--- src/rtl/i2c_evt_pkg.sv ---
package i2c_evt_pkg;

    // number of flags that set on one event and clear on one strobe
    localparam int unsigned STICKY_N = 3;
    localparam int unsigned IX_ADDR  = 0;
    localparam int unsigned IX_ACKF  = 1;
    localparam int unsigned IX_STOP  = 2;

    typedef struct packed {
        logic btf;      // byte-finished flag
        logic arm;      // status read seen, waiting for data access
        logic from_af;  // flag is held because of an acknowledge failure
    } btf_st_t;

    typedef struct packed {
        logic sup;      // swallow next stop event
        logic ctl;      // stop-control level of previous cycle
    } rel_st_t;

endpackage

--- src/rtl/evt_sticky_flag.sv ---
module evt_sticky_flag (
    input  logic clk,
    input  logic rst_n,
    input  logic set_i,
    input  logic clr_i,
    output logic flag_o
);
    logic flag_d, flag_q;

    always_comb begin
        flag_d = flag_q;
        if (clr_i) flag_d = 1'b0;
        if (set_i) flag_d = 1'b1;   // set has priority
    end

    always_ff @(posedge clk) begin
        if (!rst_n) flag_q <= 1'b0;
        else        flag_q <= flag_d;
    end

    assign flag_o = flag_q;

    // a set in the same cycle as a clear is never lost
    a_r12_set_wins: assert property (@(posedge clk) disable iff (!rst_n)
        set_i |=> flag_o);
    // a lone clear strobe drops the flag
    a_r10_clear_alone: assert property (@(posedge clk) disable iff (!rst_n)
        (clr_i && !set_i) |=> !flag_o);
endmodule

--- src/rtl/evt_btf_track.sv ---
module evt_btf_track
    import i2c_evt_pkg::*;
(
    input  logic clk,
    input  logic rst_n,
    input  logic ev_byte_i,
    input  logic ev_af_i,
    input  logic xfer_tx_i,
    input  logic rd_stat1_i,
    input  logic rd_data_i,
    input  logic wr_data_i,
    input  logic dma_done_i,
    input  logic release_i,
    output logic btf_o,
    output logic from_af_o
);
    btf_st_t st_d, st_q;
    logic    set_ev, dr_hit, clr_ev;

    always_comb begin
        set_ev = ev_byte_i | ev_af_i;
        dr_hit = xfer_tx_i ? wr_data_i : rd_data_i;
        clr_ev = dma_done_i
               | (st_q.arm & dr_hit)
               | (st_q.from_af & (wr_data_i | release_i));

        st_d = st_q;
        if (set_ev) begin
            st_d.btf     = 1'b1;
            st_d.from_af = ev_af_i;
            st_d.arm     = 1'b0;
        end else begin
            if (clr_ev) begin
                st_d.btf     = 1'b0;
                st_d.from_af = 1'b0;
                st_d.arm     = 1'b0;
            end
            if (rd_stat1_i) st_d.arm = 1'b1;
        end
    end

    always_ff @(posedge clk) begin
        if (!rst_n) st_q <= '0;
        else        st_q <= st_d;
    end

    assign btf_o     = st_q.btf;
    assign from_af_o = st_q.from_af;

    // a fresh byte event cancels any pending arming
    a_r5_new_byte_disarms: assert property (@(posedge clk) disable iff (!rst_n)
        ev_byte_i |=> !st_q.arm);
    // DMA completion clears unless a new event arrives
    a_r6_dma_clears: assert property (@(posedge clk) disable iff (!rst_n)
        (dma_done_i && !ev_byte_i && !ev_af_i) |=> !btf_o);
    // an unarmed, non-AF data access without DMA keeps the flag
    a_r3_unarmed_keeps: assert property (@(posedge clk) disable iff (!rst_n)
        (btf_o && !st_q.arm && !st_q.from_af && !dma_done_i) |=> btf_o);
    // ack-fail flag state implies the byte flag
    a_r8_af_implies_btf: assert property (@(posedge clk) disable iff (!rst_n)
        from_af_o |-> btf_o);
endmodule

--- src/rtl/evt_release_guard.sv ---
module evt_release_guard
    import i2c_evt_pkg::*;
(
    input  logic clk,
    input  logic rst_n,
    input  logic stop_ctl_i,
    input  logic af_pending_i,
    input  logic ev_stop_i,
    output logic release_o,
    output logic stop_set_o
);
    rel_st_t st_d, st_q;
    logic    ctl_fall;

    always_comb begin
        ctl_fall   = st_q.ctl & ~stop_ctl_i;
        release_o  = ctl_fall & af_pending_i;
        stop_set_o = ev_stop_i & ~st_q.sup;

        st_d     = st_q;
        st_d.ctl = stop_ctl_i;
        if (ev_stop_i) st_d.sup = 1'b0;
        if (release_o) st_d.sup = 1'b1;
    end

    always_ff @(posedge clk) begin
        if (!rst_n) st_q <= '0;
        else        st_q <= st_d;
    end

    // a release arms the swallow of exactly one stop event
    a_r9_release_arms: assert property (@(posedge clk) disable iff (!rst_n)
        release_o |=> st_q.sup);
    a_r9_swallow_once: assert property (@(posedge clk) disable iff (!rst_n)
        (st_q.sup && ev_stop_i && !release_o) |=> !st_q.sup);
endmodule

--- src/rtl/i2c_evt_status.sv ---
module i2c_evt_status
    import i2c_evt_pkg::*;
(
    input  logic clk,
    input  logic rst_n,
    input  logic ev_addr_match,
    input  logic ev_byte_done,
    input  logic ev_ack_fail,
    input  logic ev_stop,
    input  logic xfer_tx,
    input  logic rd_stat1,
    input  logic rd_stat2,
    input  logic rd_data,
    input  logic wr_data,
    input  logic dma_done,
    input  logic stop_ctl,
    input  logic irq_en,
    output logic flag_addr_sel,
    output logic flag_byte_done,
    output logic flag_ack_fail,
    output logic flag_stop,
    output logic flag_event,
    output logic irq
);
    logic [STICKY_N-1:0] sticky_set, sticky_clr, sticky_q;
    logic btf, from_af, line_release, stop_set;

    evt_release_guard u_guard (
        .clk          (clk),
        .rst_n        (rst_n),
        .stop_ctl_i   (stop_ctl),
        .af_pending_i (from_af),
        .ev_stop_i    (ev_stop),
        .release_o    (line_release),
        .stop_set_o   (stop_set)
    );

    evt_btf_track u_btf (
        .clk        (clk),
        .rst_n      (rst_n),
        .ev_byte_i  (ev_byte_done),
        .ev_af_i    (ev_ack_fail),
        .xfer_tx_i  (xfer_tx),
        .rd_stat1_i (rd_stat1),
        .rd_data_i  (rd_data),
        .wr_data_i  (wr_data),
        .dma_done_i (dma_done),
        .release_i  (line_release),
        .btf_o      (btf),
        .from_af_o  (from_af)
    );

    always_comb begin
        sticky_set          = '0;
        sticky_clr          = '0;
        sticky_set[IX_ADDR] = ev_addr_match;
        sticky_clr[IX_ADDR] = rd_stat1;
        sticky_set[IX_ACKF] = ev_ack_fail;
        sticky_clr[IX_ACKF] = rd_stat1;
        sticky_set[IX_STOP] = stop_set;
        sticky_clr[IX_STOP] = rd_stat2;
    end

    for (genvar gi = 0; gi < STICKY_N; gi++) begin : g_sticky
        evt_sticky_flag u_flag (
            .clk    (clk),
            .rst_n  (rst_n),
            .set_i  (sticky_set[gi]),
            .clr_i  (sticky_clr[gi]),
            .flag_o (sticky_q[gi])
        );
    end

    assign flag_addr_sel  = sticky_q[IX_ADDR];
    assign flag_ack_fail  = sticky_q[IX_ACKF];
    assign flag_stop      = sticky_q[IX_STOP];
    assign flag_byte_done = btf;
    assign flag_event     = (|sticky_q) | btf;
    assign irq            = flag_event & irq_en;

    // reset leaves nothing pending
    a_r1_reset_clears: assert property (@(posedge clk)
        !rst_n |=> !flag_event);
    // address match shows up one edge later
    a_r2_addr_sets: assert property (@(posedge clk) disable iff (!rst_n)
        ev_addr_match |=> flag_addr_sel);
    // ack failure raises both its own flag and the byte flag
    a_r7_af_sets_both: assert property (@(posedge clk) disable iff (!rst_n)
        ev_ack_fail |=> (flag_ack_fail && flag_byte_done));
    // unsuppressed stop sets the stop flag
    a_r10_stop_sets: assert property (@(posedge clk) disable iff (!rst_n)
        (ev_stop && !$past(line_release) && !flag_stop && stop_set) |=> flag_stop);
    // no interrupt without a pending event or without enable
    a_r11_irq_gated: assert property (@(posedge clk) disable iff (!rst_n)
        (!flag_event || !irq_en) |-> !irq);
endmodule

--- config.mk ---
export PLATFORM = sky130hd
export DESIGN_NAME = i2c_evt_status
export DESIGN_NICKNAME = d
export VERILOG_FILES = /design/src/rtl/i2c_evt_pkg.sv /design/src/rtl/evt_sticky_flag.sv /design/src/rtl/evt_btf_track.sv /design/src/rtl/evt_release_guard.sv /design/src/rtl/i2c_evt_status.sv
export SDC_FILE = /design/constraint.sdc
export NUM_CORES = 1
export LEC_CHECK = 0
export BUFFER_PORTS_ARGS = -buffer_cell sky130_fd_sc_hd__buf_2
export CAP_MARGIN = 20
export CORE_AREA = 4 4 41 43
export DETAILED_ROUTE_END_ITERATION = 12
export DIE_AREA = 0 0 45 47
export HOLD_SLACK_MARGIN = 0.03
export PLACE_DENSITY = 0.62
export RECOVER_POWER = 25
export SLEW_MARGIN = 10
export SYNTH_ARGS = -nofsm -noshare
export SYNTH_HDL_FRONTEND = slang
export SYNTH_SLANG_ARGS = --single-unit
--- constraint.sdc ---
create_clock -name clk -period 1 [get_ports clk]
set_clock_uncertainty 0.05 [all_clocks]
set_input_delay 0.1 -clock clk [delete_from_list [all_inputs] [get_ports clk]]
set_output_delay 0.1 -clock clk [all_outputs]
set_load 0.1 [all_outputs]
Yosys cells after proc, flatten, opt, wreduce, memory -nomap -nowiden
Index checks and enable logic that the tools add are counted.

Mux-type cells: 11. Reduce and logical (&&, ||, !) cells: 8. Bitwise gates (word level): 14.

Operator list (count): 2-bit nonzero test (6); 1-bit two-way mux (9); 1-bit AND (6); 3-bit two-way mux (2); 1-bit bitwise OR (5); 1-bit NOT (3); 3-bit OR reduction (1); 2-bit OR reduction (1).

Input port bits: 14. Bits in registers: 8. Output and inout port bits: 6. Logic and storage cells: 41.

Depth between registers and ports, before layout
Word-level depth: 9. Depth in mapped cells: 3. Mapped depth without buffers: 3.

Cells and area by module
A second synthesis with hierarchy kept.

Cell total of the unflattened synthesis: 34. Area, all modules: 382.9 sq um.

Modules (own cells, without submodules): evt_btf_track (cells each 14, instances 1, area each 158.9 sq um, sequential area each 60.1 sq um); evt_sticky_flag (cells each 3, instances 3, area each 41.3 sq um, sequential area each 20.0 sq um); evt_release_guard (cells each 9, instances 1, area each 81.3 sq um, sequential area each 40.0 sq um); i2c_evt_status (cells each 2, instances 1, area each 18.8 sq um, sequential area each 0.0 sq um).

Worst setup path before layout
No wires, ideal clock.

Path type: flip-flop to output port. Start: register g_sticky[2].u_flag.flag_q. End: output port irq. Required time: 0.850 ns. Stages on the path, launching flop included: 3. Arrival time: 1.823 ns. Setup slack: -0.973 ns. Path buffers: 0. Cell sequence: dfxtp_1 > or4_4 > and2_4.

Cells in the longest elaborated chain, start to end: 3.

Ends and longest elaborated chain: start: declaration (line evt_sticky_flag.sv:8) `logic flag_d, flag_q;`; start signal: assignment (line evt_sticky_flag.sv:18) `else flag_q <= flag_d;`; 3-bit OR reduction (line i2c_evt_status.sv:78) `assign flag_event = (|sticky_q) | btf;`; 1-bit bitwise OR (line i2c_evt_status.sv:78); via flag_event (line i2c_evt_status.sv:22) `output logic flag_event,`; 1-bit AND (line i2c_evt_status.sv:79) `assign irq = flag_event & irq_en;`; end: declaration (line i2c_evt_status.sv:23) `output logic irq`.

The timed path passes the listed nets, and every way through them passes these cells.

Worst setup path in the final report
Start: register g_sticky[0].u_flag.flag_q. End: output port irq.

Cells in the longest elaborated chain, start to end: 3.

Ends and longest elaborated chain (line): start: declaration (evt_sticky_flag.sv:8); start signal: assignment (evt_sticky_flag.sv:18); 3-bit OR reduction (i2c_evt_status.sv:78); 1-bit bitwise OR (i2c_evt_status.sv:78); 1-bit AND (i2c_evt_status.sv:79).

Every way passes these cells.

==> flow_summary.ini <==
[timing]
finalSetupViolCount = 5
max_slew_margin_pct = 67.8
tightest_slew_ns = 0.487
min_period_over_period_pct = 157
drv_slew = 0
max_freq_mhz = 637
hold_slack_ns = 0.0671
hold_viol = 0
fin_ws_ns = -0.571
rsz0062_at_grt = yes
final.min_clock_period_ns = 1.57
tns_ns = -1.26

[yosys]
ys_seq_area_share_pct = 48.5
synth_cell_types = 19
netlist_area_um2 = 330
synth-warning-count = 0
yosys.area.top_type = dfxtp_1
synth_top_area_share_pct = 48.5
synth-seq-cells = 8
synth.avg_cell_area_um2 = 8.93
synth_nets = 51
syn_inst = 37
synth_area_leaders = dfxtp_1 48%, o21ai_0 4.5%, nand2_1 4.5%

[global_route]
grt_use_total_pct = 8.33
grt_overflow_total = 0
antenna_found_initial = 0
grt_pass1_wl_um = 1250
first_global_vias = 320
grt_max_degree = 12

[clock_network]
cts.clk_slew.worst_paths_ns = 0.05
htree_levels = 1
root_buffer = clkbuf_4
cts_num_sinks = 8
clockBufferDepth = 2
cts_tree = built
clk_latency_ns = 0.25
cts_made_buffers = 3

[drt]
wire_per_inst_um = 9.87
postRouteAntennaNets = 0
num_vias = 369
dr.pass1.iters = 4
wl_um = 819
drt_iter0_drc = 6
viasPerCell = 4.45
route.detailed.drc = 0

[floorplanning]
num_rows = 13
ios = 20
die_w_um = 45
coreArea_um2 = 1300
die_h_um = 47
fp.dieArea_um2 = 2120
start_util_pct = 25.4

[placement]
place_area_um2 = 546
gpl.final_weighted_congestion = 0.648
io_buffers = 19
hpwl_um = 587
place_inst = 74
pre_cts_ws_ns = -0.414

[worst_setup_path]
crit_required_ns = 0.85
path_max_fanout = 2
reg2reg_depth = 4
cp-end-kind = primary output
cpMaxStageDelayCell = or4_4
crit_path_start_kind = flip-flop
worstPathCellList = or4_4, and2_4, buf_12
worstSetupPathType = reg -> out
critPathMaxStageDelay_ns = 0.52
worst_ep_arrival_time_ns = 1.42

[hold_path]
hold_class = in -> reg
min_path_cells = 3

[status]
status = complete, but fails checks
violations = negative setup slack

[layout]
finalInstanceArea_um2 = 664
num-nets-final = 84
fin_cells = 83
areaGrowthSynthToFinish_pct = 101
utilization_pct = 51.1
antennaDiodeCount = 0
drive_above_1_share_pct = 55.9
fill_cells = 134

[power_and_ir_drop]
power_density_nw_per_um2 = 1400
p_leak_nw = 0.295
vdd_drop_max_v = 0.000590
totalPowerFinal_mw = 0.927

[flow_run]
maxCapViolCount = 0
## final cells by class
type	count	area (um^2)	share of cell area [%]
well taps	15	18.8	2.82
inverters	3	11.3	1.69
multi-input cells	25	169	25.4
repair buffers	29	268	40.3
flip-flops and latches	8	175	26.4
clock buffers	3	22.5	3.39
## logic make-up after synthesis
logic type / count (synthesis) / share of synthesized area (%)
AO/OA/AOI/OAI: 10 / 19.3
AND/OR/NAND/NOR: 14 / 24.6
flip-flops: 8 / 48.5
buffers and inverters: 4 / 4.54
multiplexers: 1 / 3.03
## routing by layer
layer  global-route usage (%)  vias up  routed length [um]
met2                     11.9       15                 400
li1                         -      193                   -
met4                     7.02        0                   0
met5                        0        -                   0
met3                     2.68        0                  86
met1                     10.1      161                 332
## Yosys cell counts (all sizes together)
| cell type | instances |
|---|---|
| nand3 | 2 |
| nand3b | 1 |
| o21ai | 3 |
| mux2i | 1 |
| o21a | 2 |
| clkbuf | 1 |
| o211ai | 1 |
| o31ai | 1 |
| o22ai | 1 |
| and2 | 3 |
| dfxtp | 8 |
| or4 | 1 |
| nor2 | 1 |
| a21oi | 1 |
| inv | 3 |
| a21boi | 1 |
| nor2b | 2 |
| nand2 | 4 |
## power by group
part | internal (mW) | switching, mW
logic | 0.146 | 0.196
clock network | 0.137 | 0.102
registers | 0.335 | 0.0111
total | 0.618 | 0.309
## worst paths after layout
kind / from / to / slack [ns]
worst min-delay path: ev_ack_fail / u_btf.from_af_o / 0.07
worst max-delay path: g_sticky[0].u_flag.flag_o / irq / -0.57
worst min register to register: u_btf.st_q[1] / u_btf.st_q[1] / 0.42
worst max register to register: g_sticky[0].u_flag.flag_o / g_sticky[0].u_flag.flag_o / 0.01
## cells in the final DEF (no fill, tap or decap)
cell type	synthesis	routed
o211ai_1	1	1
nand2_1	4	4
dfxtp_4	0	4
o22ai_1	1	1
buf_4	0	3
inv_1	3	3
nor2_2	0	1
o31ai_1	1	1
o21ai_1	0	2
dfxtp_1	8	4
nand3b_1	1	1
buf_6	0	4
nand3_1	2	2
mux2i_1	1	1
or4_4	1	1
nor2b_4	0	1
dlygate4sd3_1	0	3
clkbuf_4	0	3
buf_12	0	5
o21ai_0	3	1
buf_2	0	14
and2_1	2	2
nor2b_1	2	1
a21boi_0	1	1
a21oi_2	0	1
and2_4	1	1
o21a_1	2	2
## sequential cells by signal, summed over array words and instances, names as in the netlist
signal                  count
g_sticky.u_flag.flag_o      3
u_guard.st_q                2
u_btf.btf_o                 1
u_btf.from_af_o             1
u_btf.st_q                  1
## critical path, delay by kind of cell, from the launching register on
family / cells / cell delay [ns]
DFF: 1 / 0.34
buffers and inverters: 1 / 0.16
and+or+nand+nor: 2 / 0.68
## repair_timing
item / CTS / global route
setup buffers: 2 / 4
pin swaps: 0 / 3
hold endpoints to repair: 3 / 0
hold buffers: 3 / 0
setup endpoints to repair: 6 / 10
gates resized for setup: 9 / 9
No activity file was read; power rests on OpenSTA's default activity.
